File: src/rtl/lfsr_addr_pkg.sv
package lfsr_addr_pkg;

    // Walk direction as seen by the march sequencer.
    typedef enum logic {
        WALK_DOWN = 1'b0,
        WALK_UP   = 1'b1
    } walk_dir_e;

    // Per-cycle control sampled at the clock edge.
    typedef struct packed {
        logic      advance;
        walk_dir_e dir;
    } step_ctrl_t;

    // Default characteristic polynomial: coefficients of x^0..x^(W-1),
    // with x^W implied. 3'b011 means x^3 + x + 1.
    localparam int unsigned DEF_WIDTH = 3;
    localparam logic [DEF_WIDTH-1:0] DEF_POLY = 3'b011;

    // Build step control from the raw pins.
    function automatic step_ctrl_t make_ctrl(input logic en, input logic up);
        step_ctrl_t c;
        c.advance = en;
        c.dir     = up ? WALK_UP : WALK_DOWN;
        return c;
    endfunction

endpackage

File: src/rtl/lfsr_fb_fwd.sv
// Forward feedback into stage 0: XOR of the tapped stages, corrected so
// that the register passes through all-zero.
module lfsr_fb_fwd #(
    parameter int unsigned     WIDTH = 3,
    parameter logic [WIDTH-1:0] POLY = 3'b011
) (
    input  logic [WIDTH-1:0] state,
    output logic             fb
);
    logic [WIDTH-1:0] tap_mask;
    logic             low_zero;

    // Coefficient k (1..W-1) taps stage k-1; the x^W term taps the last stage.
    for (genvar k = 1; k < WIDTH; k++) begin : g_tap
        assign tap_mask[k-1] = POLY[k];
    end
    assign tap_mask[WIDTH-1] = 1'b1;

    // All stages but the last are zero: either the lone-top-bit state
    // or all-zero, where the correction swaps the two successors.
    assign low_zero = ~|state[WIDTH-2:0];
    assign fb       = (^(state & tap_mask)) ^ low_zero;
endmodule

File: src/rtl/lfsr_fb_rev.sv
// Reverse feedback into the last stage: undoes one forward step, which
// amounts to the reciprocal polynomial, with the mirrored zero correction.
module lfsr_fb_rev #(
    parameter int unsigned     WIDTH = 3,
    parameter logic [WIDTH-1:0] POLY = 3'b011
) (
    input  logic [WIDTH-1:0] state,
    output logic             fb
);
    logic [WIDTH-1:0] tap_mask;
    logic             high_zero;

    // Stage 0 always contributes. Stage k (1..W-1) contributes when
    // coefficient k is set.
    assign tap_mask[0] = 1'b1;
    for (genvar k = 1; k < WIDTH; k++) begin : g_tap
        assign tap_mask[k] = POLY[k];
    end

    assign high_zero = ~|state[WIDTH-1:1];
    assign fb        = (^(state & tap_mask)) ^ high_zero;
endmodule

File: src/rtl/lfsr_stage.sv
// One register stage with its 2:1 direction mux and hold.
module lfsr_stage
    import lfsr_addr_pkg::*;
(
    input  logic       clk,
    input  logic       rst,
    input  step_ctrl_t ctrl,
    input  logic       src_up,
    input  logic       src_dn,
    output logic       q
);
    logic d_sel;

    always_comb begin
        d_sel = (ctrl.dir == WALK_UP) ? src_up : src_dn;
    end

    always_ff @(posedge clk) begin
        if (rst) begin
            q <= 1'b0;
        end else if (ctrl.advance) begin
            q <= d_sel;
        end
    end
endmodule

File: src/rtl/lfsr_addr_gen.sv
module lfsr_addr_gen
    import lfsr_addr_pkg::*;
#(
    parameter int unsigned      WIDTH = DEF_WIDTH,
    parameter logic [WIDTH-1:0] POLY  = DEF_POLY
) (
    input  logic             clk,
    input  logic             rst,
    input  logic             en,
    input  logic             up,
    output logic [WIDTH-1:0] addr,
    output logic             last
);
    localparam logic [WIDTH-1:0] END_UP = WIDTH'(1) << (WIDTH - 1);
    localparam logic [WIDTH-1:0] END_DN = WIDTH'(1);

    step_ctrl_t       ctrl;
    logic [WIDTH-1:0] state;
    logic [WIDTH-1:0] src_up;
    logic [WIDTH-1:0] src_dn;
    logic             fb_fwd;
    logic             fb_rev;

    assign ctrl = make_ctrl(en, up);

    lfsr_fb_fwd #(.WIDTH(WIDTH), .POLY(POLY)) u_fb_fwd (
        .state (state),
        .fb    (fb_fwd)
    );

    lfsr_fb_rev #(.WIDTH(WIDTH), .POLY(POLY)) u_fb_rev (
        .state (state),
        .fb    (fb_rev)
    );

    // Stage i takes its lower neighbour going up and its upper neighbour
    // going down; the end stages take the feedback bits instead.
    for (genvar i = 0; i < WIDTH; i++) begin : g_stage
        if (i == 0) begin : g_first
            assign src_up[i] = fb_fwd;
        end else begin : g_mid_up
            assign src_up[i] = state[i-1];
        end
        if (i == WIDTH - 1) begin : g_final
            assign src_dn[i] = fb_rev;
        end else begin : g_mid_dn
            assign src_dn[i] = state[i+1];
        end

        lfsr_stage u_stage (
            .clk    (clk),
            .rst    (rst),
            .ctrl   (ctrl),
            .src_up (src_up[i]),
            .src_dn (src_dn[i]),
            .q      (state[i])
        );
    end

    assign addr = state;
    assign last = (ctrl.dir == WALK_UP) ? (state == END_UP) : (state == END_DN);
endmodule

File: config.mk
export PLATFORM = sky130hd
export DESIGN_NAME = lfsr_addr_gen
export DESIGN_NICKNAME = d
export VERILOG_FILES = /design/src/rtl/lfsr_addr_pkg.sv /design/src/rtl/lfsr_fb_fwd.sv /design/src/rtl/lfsr_fb_rev.sv /design/src/rtl/lfsr_stage.sv /design/src/rtl/lfsr_addr_gen.sv
export SDC_FILE = /design/constraint.sdc
export NUM_CORES = 1
export LEC_CHECK = 0
export BUFFER_PORTS_ARGS = -buffer_cell sky130_fd_sc_hd__buf_2
export CORE_AREA = 2 2 39 41
export CTS_CLUSTER_DIAMETER = 60
export CTS_CLUSTER_SIZE = 20
export DETAILED_ROUTE_END_ITERATION = 6
export DIE_AREA = 0 0 41 43
export SYNTH_ARGS = -nofsm -noshare
export SYNTH_HDL_FRONTEND = slang
export SYNTH_SLANG_ARGS = --single-unit
File: constraint.sdc
create_clock -name clk -period 2 [get_ports clk]
set_clock_uncertainty 0.2 [all_clocks]
set_input_delay 0.3 -clock clk [delete_from_list [all_inputs] [get_ports clk]]
set_output_delay 0.3 -clock clk [all_outputs]
set_load 0.02 [all_outputs]
* Word-level counts from Yosys, hierarchy flattened
Cells that the tools add are included.
** Storage, ports and cells
- Bits in registers :: 3
- Input bits :: 4
- Output and inout port bits :: 4
- Word-level logic and storage cells :: 18
** Operators by class
- Equal/unequal tests :: 2
- Muxes and demuxes :: 5
- Bitwise operators :: 2
- Reduce and logical (&&, ||, !) cells :: 6
** Operator list (count)
- $reduce_xor A3 Y1 :: 2
- $mux W1 :: 5
- $reduce_or A2 Y1 :: 2
- $eq A3 B1 Y1 const B :: 1
- $eq A3 B3 Y1 const B :: 1
- $logic_not A1 Y1 :: 2
- $xor A1 B1 Y1 :: 2

* Longest topological paths before layout
Gate-level depths: netlist of the first run.
- Depth in word-level cells :: 4
- Gate-level depth with buffers :: 5
- Mapped depth without buffers :: 5

* Cells and area by module
A second synthesis of the first run with hierarchy kept.
** Second synthesis, totals
- Cell total of the unflattened synthesis :: 19
- Area total of the unflattened synthesis :: 205.2 sq um
** By module, submodules not included
- lfsr_stage :: instances 3, cells an instance 4, area each 46.3 sq um, sequential area each 20.0 sq um
- lfsr_fb_fwd :: instances 1, cells an instance 2, area each 22.5 sq um, sequential area each 0.0 sq um
- lfsr_fb_rev :: instances 1, cells an instance 2, area each 22.5 sq um, sequential area each 0.0 sq um
- lfsr_addr_gen :: instances 1, cells an instance 3, area each 21.3 sq um, sequential area each 0.0 sq um

* Worst setup path before layout of the first run
OpenSTA, ideal clock, no wires.
- Path kind :: reg2out
- Start :: register g_stage[0].u_stage.q
- End :: output port last
- Data arrival time :: 1.029 ns
- Required time :: 1.500 ns
- Setup slack :: 0.471 ns
- Stages on the path, launching flop included :: 4
- Buffers on the path :: 0
- Path through :: dfxtp_1 inv_2 or3_1 a21oi_2
** On the way
- Word-level cells in the longest chain between the ends :: 2
- Elaborated cells on any way between the ends :: 3
- Those cells by class :: 2 x eq/ne; 1 x mux
** RTL lines
- from (decl) :: line lfsr_stage.sv:10 : output logic q
- from (signal assigned) :: line lfsr_stage.sv:22 : q <= d_sel;
- $eq A3 B1 Y1 or $eq A3 B3 Y1 (tied branches) :: line lfsr_addr_gen.sv:61 : assign last = (ctrl.dir == WALK_UP) ? (state == END_UP) : (state == END_DN);
- $mux W1 (*) :: line lfsr_addr_gen.sv:61
- to (decl) :: line lfsr_addr_gen.sv:12 : output logic last
Every way passes the cells marked *; elsewhere a longest branch is shown, timed or not.

* Final worst setup path of the first run
Same ends and word-level chain as after synthesis.

==> results of run 1 <==
-- final cells by class --
| type | count | area (um^2) |
|---|---|---|
| multi-input combinational | 21 | 138 |
| timing repair buffer | 7 | 35.0 |
| tap | 16 | 20.0 |
| clock buffer | 4 | 26.3 |
| sequential | 3 | 60.1 |
| inverter | 3 | 11.3 |
| fill | 169 | 1090 |
-- Yosys cell counts (2+ instances only) --
cell / count / share of area (%)
buf_4: 3 / 9.5
dfxtp_1: 3 / 25
inv_1: 2 / 3.2
nor2_1: 2 / 3.2
nor2b_1: 2 / 5.3
o21ai_0: 2 / 4.2
-- routing by layer --
metal / share of wire [%] / track usage [%] / up-vias / wire length (um)
met1: 50 / 7.32 / 108 / 249
met4: 0 / 2.00 / 0 / 0
met3: 5.0 / 3.14 / 0 / 25
li1: - / - / 120 / -
met2: 45 / 10.6 / 6 / 226
met5: 0 / 0 / - / 0
-- logic make-up after synthesis --
logic type / count (synthesis) / share of synthesized area, %
adders and majority gates: 1 / 5.29
DFF: 3 / 25.4
xor gates and xnor gates: 1 / 3.70
AOI/OAI and AO/OA: 8 / 23.3
and+or+nand+nor: 11 / 25.9
buffers and inverters: 7 / 16.4
-- how the worst max path moves through the flow --
| stage | endpoint | slack [ns] | cells past startpoint |
|---|---|---|---|
| floorplan | last | 0.47 | 3 |
| finish | last | 0.19 | 4 |
| global placement | last | 0.44 | 4 |
| CTS | last | 0.17 | 4 |
| global route | last | 0.08 | 4 |
| detailed placement | last | 0.42 | 4 |
-- critical path, delay by kind of cell, from the launching register on --
family / cells / cell delay [ns]
and+or+nand+nor: 1 / 0.38
DFF: 1 / 0.36
buffers and inverters: 2 / 0.23
AOI/OAI and AO/OA: 1 / 0.11
-- power by group --
group / leakage (nW) / internal [mW] / switching (mW)
registers: 0.0247 / 0.0659 / 0.00833
logic: 0.0770 / 0.0235 / 0.0328
clock network: 0.0150 / 0.0745 / 0.0281
-- metrics by stage --
stage	setup slack [ns]	area, um^2
2_1_floorplan	0.471	236
3_3_place_gp	0.439	264
3_5_place_dp	0.415	264
4_1_cts	0.166	290
5_1_grt	0.0767	290
6_report	0.192	290
==> qor.txt, run 1 <==
status: finished, final reports clean
post-cts repair resize count: 0
Reg clk slew, reported paths: 0.04 ns
Initial Util: 17.1%
vias in the first global route: 199
total negative slack: 0 ns
IO Pins: 8
Sink Count: 3
TritonCTS Buffers: 3
cells on worst reg2reg path: 5
largest net degree at the start of global routing: 10
Synth cell types: 23
syn_nets: 36
final non-filler cell total: 54
Power Total: 0.233 mW
GP Congestion: 0.587
placement row count: 14
Worst Path Arrival: 1.31 ns
mapped cell area: 236 um^2
Hold Buf Count CTS: 0
ANT nets after route: 0
1st-pass router iterations: 2
WHS Endpoint: g_stage[1].u_stage.q$_SDFFE_PP0P_
first-pass GRT wire length: 786 um
unrepaired setup endpoints after global routing: no
Critical Path Max Stage Delay: 0.38 ns
CTS tree: yes
worst-skew pair later-pin latency: 0.23 ns
syn avg cell area: 7.63 um^2
leakage power: 0.117 nW
crit path max fanout: 4
Slew headroom: 80.3%
Hold Worst Slack: 0.123 ns
min-delay src: rst
GRT overflow: 0
Setup crit start kind: flop
Max rail drop VDD: 0.197 mV
Slowest-stage cell, CP: or3_1
gr usage total: 6.61%
# DRC: 0
Worst Max-Slew Pin Slew: 0.292 ns
Largest Register: g_stage.u_stage.q
Critical Path Start: g_stage[0].u_stage.q$_SDFFE_PP0P_
synthesis-stage register bit count: 3
commonest cells after routing, fill and taps aside: buf_2, clkbuf_4, dfxtp_1
reg2reg end: g_stage[2].u_stage.q$_SDFFE_PP0P_
biggest regs: g_stage.u_stage.q (3)
R2R setup slack: 0.45 ns
ys async rst share: 0%
Clock Tree Root: clkbuf_4
WL/cell: 9.28 um
prevailing post-synth register cell: dfxtp_1
Hold Path Class: primary input to flop
Post-Route WL: 501 um
Port Buf Inserts: 7
Initial DRC Count: 7
hold path cells: 2
Syn-to-layout area delta: 22.8%
Die Ht: 43 um
Crit Reg-Reg Startpoint: g_stage[1].u_stage.q$_SDFFE_PP0P_
final net count: 44
initial antenna violation count: 0
vias per cell: 4.33
Layout Utilization: 21.0%
sequential fraction of the synthesis area: 25.4%
number of flops mapped to enable cells by yosys: 0
Critical Path, Cell by Cell: inv_2 > or3_1 > a21oi_2 > buf_2
clock buffer depth: 2
most common cell after layout, fill and taps aside: buf_2
Setup CP Type: flop to primary output
core area: 0.00138 mm^2
Worst Path Required: 1.50 ns
DIE WIDTH: 41 um
via count: 234
FMAX: 0.553 GHz
Synth Instances: 31
share of cells above drive strength 1: 31.6%
power per cell area: 803 mW/mm^2
Syn. warnings: 0
Final Slew Violations: 0
# Max-Cap Violations: 0
max FFs per register: 3
die area: 0.00176 mm^2
ant diodes: 0
H-tree levels: 1
final hold vios: 0
min Tclk post-route: 1.81 ns
period utilisation layout: 90.4%
Inst Count DP: 50
# setup viols final: 0
postcts setup bufs: 0
Worst setup EP type: primary output
No activity file was read; power rests on OpenSTA's default activity.
==> inputs of run 2 (changes only) <==
--- a/config.mk
+++ b/config.mk
@@ -6,11 +6,14 @@
 export NUM_CORES = 1
 export LEC_CHECK = 0
 export BUFFER_PORTS_ARGS = -buffer_cell sky130_fd_sc_hd__buf_2
+export CELL_PAD_IN_SITES_DETAIL_PLACEMENT = 1
+export CELL_PAD_IN_SITES_GLOBAL_PLACEMENT = 1
 export CORE_AREA = 2 2 39 41
 export CTS_CLUSTER_DIAMETER = 60
 export CTS_CLUSTER_SIZE = 20
 export DETAILED_ROUTE_END_ITERATION = 6
 export DIE_AREA = 0 0 41 43
+export PLACE_DENSITY_LB_ADDON = 0.1
 export SYNTH_ARGS = -nofsm -noshare
 export SYNTH_HDL_FRONTEND = slang
 export SYNTH_SLANG_ARGS = --single-unit
==> run 2 against run 1 <==
Net effect:
- via count is 3.8% higher
- worst setup slack got worse by 0.034 ns
- flip-flop and latch count stayed put
- register-to-register slack hardly changed
- combinational power about the same
- largest cell class unchanged
==> qor.txt, run 2 (synthesis results as in run 1) <==
CTS tree: yes
status: finished, final reports clean
GR Util met2: 11.3% (+0.63 points)
Most Crowded Layer GR: met2
min Tclk post-route: 1.84 ns (+0.0337 ns)
# setup viols final: 0 (unchanged)
unrepaired setup endpoints after global routing: no
Clock power frac: 44.9% (+0.9 points)
Die Ht: 43 um (unchanged)
TritonCTS Buffers: 3 (unchanged)
switching share of power: 30.7% (+1.0 points)
fill cell count: 169 (unchanged)
Worst Max-Slew Pin Slew: 0.274 ns (-0.0184 ns)
# DRC: 0 (unchanged)
Worst Path Required: 1.50 ns (about the same)
GRT overflow: 0 (unchanged)
DIE WIDTH: 41 um (unchanged)
Seq pwr share: 31.5% (-0.3 points)
Critical Path Max Stage Delay: 0.38 ns (about the same)
H-tree levels: 1 (unchanged)
ant diodes: 0 (unchanged)
# Max-Cap Violations: 0 (unchanged)
FMAX: 0.543 GHz (-1.8%)
Setup CP Type: flop to primary output
initial antenna violation count: 0 (unchanged)
share of cells above drive strength 1: 31.6% (unchanged)
Worst Path Arrival: 1.34 ns (+0.03 ns)
GP Congestion: 0.684 (+17%)
Reg clk slew, reported paths: 0.04 ns (about the same)
first-pass GRT wire length: 897 um (+14%)
Worst setup EP type: primary output
IO Pins: 8 (unchanged)
Largest Register: g_stage.u_stage.q
vias in the first global route: 223 (+12%)
biggest regs: g_stage.u_stage.q (3)
max FFs per register: 3 (unchanged)
Initial DRC Count: 4 (-3)
total negative slack: 0 ns (unchanged)
Layout Utilization: 21.0% (unchanged)
1st-pass router iterations: 2 (unchanged)
Post-Route WL: 546 um (+9.0%)
Psw: 0.0729 mW (+5.1%)
leakage power: 0.117 nW (unchanged)
Combinational Power Share: 23.6% (-0.5 points)
Slowest-stage cell, CP: dfxtp_1
GR met3 Demand/Resource: 7.85% (+4.7 points)
placement-stage cell area: 264 um^2 (unchanged)
die area: 0.00176 mm^2 (unchanged)
Hold Path Class: primary input to flop
vias per cell: 4.50 (+3.8%)
Initial Util: 17.1% (unchanged)
via count: 243 (+3.8%)
Syn-to-layout area delta: 22.8% (unchanged)
final hold vios: 0 (unchanged)
placement row count: 14 (unchanged)
crit path max fanout: 4 (unchanged)
postcts setup bufs: 0 (unchanged)
WL/cell: 10.1 um (+9.0%)
commonest cells after routing, fill and taps aside: buf_2, clkbuf_4, dfxtp_1
Critical Path, Cell by Cell: inv_2 > or3_1 > a21oi_2 > buf_2
Inst Count DP: 50 (unchanged)
gr usage total: 8.12% (+1.5 points)
most common cell after layout, fill and taps aside: buf_2
Final Slew Violations: 0 (unchanged)
Hold Buf Count CTS: 0 (unchanged)
largest net degree at the start of global routing: 10 (unchanged)
Setup crit start kind: flop
final net count: 44 (unchanged)
period utilisation layout: 92.1% (+1.7 points)
Port Buf Inserts: 7 (unchanged)
Sink Count: 3 (unchanged)
power per cell area: 816 mW/mm^2 (+1.6%)
Max rail drop VDD: 0.331 mV (+68%)
core area: 0.00138 mm^2 (unchanged)
worst-skew pair later-pin latency: 0.23 ns (about the same)
Clock Tree Root: clkbuf_4
cell-internal power: 0.164 mW (+0.13%)
final non-filler cell total: 54 (unchanged)
DP HPWL: 442 um
clock buffer depth: 2 (unchanged)
post-cts repair resize count: 0 (unchanged)
Design Area, Final: 290 um^2 (unchanged)
Slew headroom: 81.5% (+1.2 points)
ANT nets after route: 0 (unchanged)
GRT met1 Usage: 8.63% (+1.3 points)
==> run 2: cell counts in the layout (fill, tap and decap cells not counted) <==
No cell type changed its count.
==> run 2: layout make-up <==
type                    count  area [um^2]  area share (%)
flip-flops and latches      3         60.1            20.7
inverters                   3         11.3            3.88
clock buffers               4         26.3            9.05
multi-input cells          21          138            47.4
repair buffers              7         35.0            12.1
well taps                  16         20.0            6.90
==> run 2: layer usage <==
layer	wire, um	share of wire, %
met1	244	45
met3	26	4.8
met5	0	0
met2	275	50
met4	0	0
==> run 2: power groups by stage <==
| stage | Clock [mW] | Combinational, mW | Sequential (mW) |
|---|---|---|---|
| finish | 0.106 | 0.0560 | 0.0745 |
| global route | 0.126 | 0.0616 | 0.0758 |
| CTS | 0.114 | 0.0574 | 0.0749 |
| detailed placement | 0 | 0.0573 | 0.0758 |
| global placement | 0 | 0.0571 | 0.0755 |
| floorplan | 0 | 0.0478 | 0.0731 |
==> run 2: critical path, delay by kind of cell, from the launching register on <==
kind	cells	cell delay [ns]
and+or+nand+nor	1	0.38
DFF	1	0.38
buffers and inverters	2	0.23
AOI/OAI and AO/OA	1	0.11
==> run 2: per-stage QoR <==
stage          hold slack, ns  setup WS, ns  power, mW
2_1_floorplan           0.169         0.471      0.121
3_3_place_gp            0.344         0.419      0.133
3_5_place_dp            0.348         0.409      0.133
4_1_cts                0.0997         0.140      0.247
5_1_grt                 0.102        0.0452      0.264
6_report                0.106         0.158      0.237
==> run 2: final timing paths <==
| check | end | from | cells past startpoint | slack [ns] |
|---|---|---|---|---|
| max | last | g_stage[0].u_stage.q$_SDFFE_PP0P_ | 4 | 0.16 |
| min | g_stage[2].u_stage.q$_SDFFE_PP0P_ | rst | 2 | 0.11 |
| max reg2reg | g_stage[2].u_stage.q$_SDFFE_PP0P_ | g_stage[1].u_stage.q$_SDFFE_PP0P_ | 5 | 0.45 |
| min reg2reg | g_stage[1].u_stage.q$_SDFFE_PP0P_ | g_stage[0].u_stage.q$_SDFFE_PP0P_ | 2 | 0.37 |
